[src/rtl/folded_nibble_mult.sv]
module folded_nibble_mult #(
  parameter int NIB = 4
) (
  input  logic               clk,
  input  logic               rst_n,
  input  logic               start,
  input  logic [2*NIB-1:0]   op_a,
  input  logic [2*NIB-1:0]   op_b,
  output logic               busy,
  output logic               done,
  output logic [4*NIB-1:0]   prod
);
  localparam int OPW = 2 * NIB;
  localparam int PW  = 2 * OPW;

  logic [OPW-1:0] a_q, b_q;
  logic [1:0]     step;
  logic           issuing;
  logic [PW-1:0]  pp;
  logic [1:0]     pp_tag;
  logic           pp_vld;
  logic [PW-1:0]  acc;

  logic [NIB-1:0] a_nib, b_nib;
  logic [OPW-1:0] row_sum;
  logic [PW-1:0]  weighted;

  assign a_nib = step[1] ? a_q[OPW-1:NIB] : a_q[NIB-1:0];
  assign b_nib = step[0] ? b_q[OPW-1:NIB] : b_q[NIB-1:0];

  always_comb begin
    row_sum = '0;
    for (int j = 0; j < NIB; j++)
      if (b_nib[j]) row_sum = row_sum + (OPW'(a_nib) << j);
  end

  always_comb begin
    case (pp_tag)
      2'd0:    weighted = pp;
      2'd3:    weighted = pp << OPW;
      default: weighted = pp << NIB;
    endcase
  end

  always_ff @(posedge clk) begin
    if (!rst_n) begin
      a_q     <= '0;
      b_q     <= '0;
      step    <= '0;
      issuing <= 1'b0;
      pp      <= '0;
      pp_tag  <= '0;
      pp_vld  <= 1'b0;
      acc     <= '0;
      busy    <= 1'b0;
      done    <= 1'b0;
    end else begin
      done <= 1'b0;
      if (start && !busy) begin
        a_q     <= op_a;
        b_q     <= op_b;
        acc     <= '0;
        step    <= '0;
        issuing <= 1'b1;
        pp_vld  <= 1'b0;
        busy    <= 1'b1;
      end else if (busy) begin
        if (issuing) begin
          pp      <= PW'(row_sum);
          pp_tag  <= step;
          pp_vld  <= 1'b1;
          step    <= step + 2'd1;
          if (step == 2'd3) issuing <= 1'b0;
        end else begin
          pp_vld <= 1'b0;
        end
        if (pp_vld) begin
          acc <= acc + weighted;
          if (pp_tag == 2'd3) begin
            busy <= 1'b0;
            done <= 1'b1;
          end
        end
      end
    end
  end

  assign prod = acc;
endmodule


[config.mk]
export PLATFORM = sky130hd
export DESIGN_NAME = folded_nibble_mult
export DESIGN_NICKNAME = d
export VERILOG_FILES = /design/src/rtl/folded_nibble_mult.sv
export SDC_FILE = /design/constraint.sdc
export NUM_CORES = 1
export LEC_CHECK = 0
export CAP_MARGIN = 10
export CORE_MARGIN = 3
export CORE_UTILIZATION = 50
export DETAILED_ROUTE_END_ITERATION = 12
export GPL_TIMING_DRIVEN = 0
export HOLD_SLACK_MARGIN = 0.12
export PLACE_DENSITY_LB_ADDON = 0.3
export SYNTH_ARGS = -nofsm -noshare
export SYNTH_HDL_FRONTEND = slang
export SYNTH_SLANG_ARGS = --single-unit
[constraint.sdc]
create_clock -name clk -period 6.1 [get_ports clk]
set_clock_uncertainty 0.15 [all_clocks]
set_input_delay 1.22 -clock clk [delete_from_list [all_inputs] [get_ports clk]]
set_output_delay 1.22 -clock clk [all_outputs]
set_load 0.03 [all_outputs]
Word level (Yosys, flattened, before mapping)
Cells that the tools add are included.
- flip-flop bits (word level): 48
- latch bits: 0
- bits in writable memories: 0
- bits in read-only memories: 0
- input bits: 19
- output and inout bits: 18
- logic and storage cells: 47
- memories: 0
- add/subtract/negate cells: 5
- $mul: 0
- divide/modulo/power cells: 0
- $lt $le $gt $ge: 0
- eq/ne operators: 2
- shifts and indexed selects: 0
- multiplexer cells: 17
- bitwise gates (word level): 4
- reduce and logical (&&, ||, !) cells: 9
- operator list (operator ; number):
    case mux 16 bit (2 select lines) ; 1
    2-to-1 mux 8 bit ; 3
    adder 16 bit ; 1
    2-to-1 mux 4 bit ; 3
    2-to-1 mux 1 bit ; 10
    adder 8 x 6 -> 8 bit ; 1
    adder 8 x 7 -> 8 bit ; 1
    adder 4 x 5 -> 6 bit ; 1
    == test 2 bit, second input constant ; 2
    inverter 1 bit ; 4
    AND reduction 2 bit ; 2
    OR reduction 4 bit ; 1
    AND reduction 3 bit ; 1
    adder 2 x 1 -> 2 bit, second input constant ; 1
    logical NOT 2 bit ; 1
    nonzero test 2 bit ; 1
    OR reduction 2 bit ; 1
    logical AND 1 bit ; 1
    logical NOT 1 bit ; 1

Longest topological paths before layout
- word-level depth: 8
- gate-level depth with buffers: 19
- depth with buffers taken out: 18

Worst setup path after synthesis
No wires, ideal clock.
- kind: flip-flop to flip-flop
- start point: reg step[1]
- end point: reg pp[6]
- library setup time: 0.115 ns
- data arrival time: 3.734 ns
- data required time: 5.835 ns
- setup slack: 2.100 ns
- stages on the path, launching flop included: 19
- path buffers: 1
- period minus slack after synthesis: 4.000 ns
- cells stage by stage: dfxtp_1 -> buf_6 -> mux2i_1 -> nor2_1 -> ha_1 -> a21oi_1 -> nor2_1 -> o31ai_1 -> inv_1 -> ha_1 -> a21oi_1 -> a211oi_1 -> a31oi_1 -> o41ai_4 -> ha_1 -> a21oi_1 -> nor2b_1 -> mux2i_1 -> a31o_1
- word-level cells in the longest chain between the ends: 8
- RTL lines (element ; RTL line ; source):
    start, declared ; 17 ; logic [1:0] step;
    start signal, assigned ; 72 ; step <= step + 2'd1;
    2-to-1 mux 4 bit (*) ; 28 ; assign a_nib = step[1] ? a_q[OPW-1:NIB] : a_q[NIB-1:0];
    2-to-1 mux 4 bit ; 34 ; if (b_nib[j]) row_sum = row_sum + (OPW'(a_nib) << j);
    adder 4 x 5 -> 6 bit ; 34 ;
    2-to-1 mux 8 bit ; 34 ;
    adder 8 x 6 -> 8 bit ; 34 ;
    2-to-1 mux 8 bit ; 34 ;
    adder 8 x 7 -> 8 bit ; 34 ;
    2-to-1 mux 8 bit (*) ; 34 ;
    end signal, assigned ; 69 ; pp <= PW'(row_sum);
    end, declared ; 19 ; logic [PW-1:0] pp;
Mark *: on every way between the ends. The rest lies on a longest branch, timed or not.
A chain may end at the register's enable or synchronous reset.

Worst setup path after layout
Same ends and word-level chain as after synthesis.

==> flow_summary_export.csv <==
group,metric,value,unit
outcome,status,"finished clean",
layout,final_cell_area,3870,um2
layout,fin_cells,546,
layout,final_common_cell,"nand2_1",
placement,dp_hpwl,6090,um
setup_path,crit_required,6.15,ns
cts,cts_tree,"built",
setup_path,critPathArrivalTime,4.69,ns
sta,setup-violations-final,0,
cts,clk_path_buf_depth,2,
pwr,pwr-share-clk,36.6,%
pwr,cellPowerDensity,167,nW/um2
pwr,p_int,0.000479,W
hold_path,min_to,"b_q[3]",
setup_path,path_cells,"buf_6 -> mux2i_1 -> nor2_1 -> ha_1 -> a21oi_1 -> nand3_1 -> a21oi_1 -> o31ai_1 -> inv_1 -> ha_1 -> a21oi_1 -> a211oi_1 -> a31oi_1 -> o41ai_4 -> ha_1 -> a21oi_1 -> nor2b_1 -> mux2i_1 -> a31o_1",
setup_path,max_stage_delay,0.56,ns
setup_path,end_kind,"flop",
setup_path,crit_buf_inv,2,
synthesis,synthCells,426,
hold_path,hold_start,"b_q[3]",
synthesis,synth_top_cell_area_share,29.0,%
layout,n_antenna_cell,0,
cts,cts_max_level,2,
floorplan,fp.coreArea,6390,um2
layout,nets,520,
layout,seqCellArea,961,um2
cts,ctsHoldBuffers,0,
sta,worst_hold_slack,0.310,ns
placement,io_buffers,35,
setup_path,path_max_fanout,6,
synthesis,syn-num-nets,478,
pwr,leakagePower,1.62,nW
floorplan,die_y,87.4,um
detailed_routing,viasPerCell,5.63,
floorplan,rows,29,
synthesis,synth_edf_count,0,
sta,slew_headroom,50.2,%
layout,final_cell_mix,"nand2_1 (88), dfxtp_1 (48), a21oi_1 (46), clkdlybuf4s50_1 (35), ha_1 (29)",
detailed_routing,wl_per_cell,14.0,um
synthesis,yosys-top-cells-area,"dfxtp_1 (29%), ha_1 (11%), nand2_1 (10%), a21oi_1 (7.0%), o21ai_0 (3.9%)",
sta,finalSetupTns,0,ns
detailed_routing,drt_iter0_drc,190,
pwr,combPwrFrac,12.5,%
global_routing,grt_max_degree,17,
global_routing,overflow,0,
hold_path,holdCritPathClass,"reg -> reg",
setup_path,r2r_cells,19,
synthesis,ys_seq_area_share,29.0,%
global_routing,grt_pass1_vias,2944,
sta,period_needed,4.64,ns
setup_path,critPathKind,"reg -> reg",
floorplan,die-area,7630,um2
synthesis,ys_ff_latch,48,
global_routing,antenna_found_initial,0,
cts,cts_buffers,5,
placement,numPlacedInstances,538,
pwr,p_sw_share,25.7,%
layout,multiInputGateArea,2190,um2
cts,clock_sinks,48,
setup_path,critical-path-slowest-cell,"mux2i_1",
synthesis,synth-main-ff-cell,"dfxtp_1",
detailed_routing,routed_wl,7670,um
placement,place.gp.congestion,0.916,
global_routing,track_usage,21.1,%
hold_path,hold_depth,2,
sta,rsz0062_at_grt,"false",
setup_path,rrSetupSlack,1.46,ns
synthesis,synth_area_leader_cell,"dfxtp_1",
global_routing,grt_pass1_wl,12900,um
cts,clkTransAtPathRegs,0.09,ns
setup_path,rr_endpoint,"pp[6]",
floorplan,pin_count,37,
synthesis,synth.avg_cell_area,7.77,um2
layout,area_growth,17.0,%
cts,cts_setup_buffers,0,
setup_path,cp_top_family,"compound AO/OA/AOI/OAI gates",
setup_path,crit_path_start_kind,"flop",
layout,fillers,595,
detailed_routing,antenna_left,0,
synthesis,yosysWarnings,0,
sta,hold_violations,0,
synthesis,netlist_area,3310,um2
pwr,switchingPower,0.000166,W
layout,drive_gt1_share,4.26,%
detailed_routing,drc_errors,0,
cts,clockRootBuffer,"clkbuf_8",
sta,maxSlewViolCount,0,
detailed_routing,num_vias,3075,
sta,finalCritPeriodShare,76.1,%
pwr,seq_power_share,50.9,%
cts,clkLatencyLatePin,0.31,ns
detailed_routing,firstDrtPassIters,5,
job,cap_violations,0,
placement,placed_cell_area,3760,um2
sta,tightestPinTransition,0.726,ns
cts,ctsResizeCount,0,
setup_path,worst_path_most_repeated_cell,"a21oi_1",
floorplan,start_util,51.8,%
pwr,irDropWorstVdd,122,uV
layout,finalCoreUtilization,60.6,%
sta,max_freq,215,MHz
setup_path,timing.rr.start,"step[1]",
floorplan,die_x,87.4,um
synthesis,synthDistinctLibCells,49,
synthesis,synth_async_sr_flop_share,0,%
## worst reg2reg max path, delay by kind of cell (launching register included)
family                   cells  cell delay (ns)
multiplexers                 2             0.63
AND/OR/NAND/NOR              3             0.39
AO/OA/AOI/OAI                9             1.74
flip-flops                   1             0.36
adder cells (fa/ha/maj)      3             1.03
buffers and inverters        2             0.23
## Yosys cell counts (all sizes together) (3+ instances only)
cell,number
dfxtp,48
nor3,9
clkbuf,16
ha,29
nand2,88
buf,3
nand2b,4
o21a,4
xor2,5
o211ai,5
a21o,6
nand3,17
a21boi,10
and2,9
o211a,3
mux2i,11
a211oi,5
nor2,21
mux2,3
o21ai,26
inv,18
fa,4
xnor2,8
a21oi,47
nor2b,6
## how the worst max path moves through the flow
stage                     startpoint    end  slack [ns]  cells after the start
final                        step[1]  pp[6]        1.46                     19
after global routing         step[1]  pp[6]        1.08                     19
after detailed placement     step[1]  pp[6]        1.51                     19
after CTS                    step[1]  pp[6]        1.46                     19
after global placement       step[1]  pp[6]        1.68                     18
after floorplan              step[1]  pp[6]        2.10                     18
## layer usage
layer	routed length, um	GRT usage (%)	part of all wire (%)	up-vias
met2	3850	38.6	50	80
li1	-	-	-	1566
met3	387	3.60	5.0	7
met1	3360	24.8	44	1422
met4	70	6.14	0.91	0
met5	0	0	0	-
## sequential cells by signal, indices dropped and copies added (netlist names)
name and cells:
b_q 8, pp_vld 1, done 1, issuing 1
prod 16, a_q 8, busy 1, pp_tag 2
step 2, pp 8
## final cells by class
type / instances / share of cell area, %
Multi-Input combinational cell: 341 / 56.7
Sequential cell: 48 / 24.8
Timing Repair Buffer: 35 / 9.05
Tap cell: 77 / 2.49
Buffer: 19 / 2.23
Clock buffer: 5 / 1.78
Inverter: 18 / 1.74
Clock inverter: 3 / 1.23
## power groups by stage
stage	combinational (W)	sequential [W]	clock (W)
after floorplan	0.0000522	0.000335	0
after global placement	0.0000782	0.000335	0
after detailed placement	0.0000808	0.000336	0
after CTS	0.0000811	0.000328	0.000241
after global routing	0.0000904	0.000330	0.000254
final	0.0000807	0.000328	0.000236
## cell families after synthesis
kind of cell | synth area share (%)
compound gates | 22.4
xor+xnor | 3.44
fa+ha+maj | 13.4
buf+inv | 4.65
flops | 29.0
mux | 5.33
simple gates | 21.7
## through the flow
stage | setup WS (ns) | total power [W]
2_1_floorplan | 2.10 | 0.000387
3_3_place_gp | 1.68 | 0.000413
3_5_place_dp | 1.51 | 0.000416
4_1_cts | 1.46 | 0.000651
5_1_grt | 1.08 | 0.000674
6_report | 1.46 | 0.000645
No activity file was read; power rests on OpenSTA's default activity.
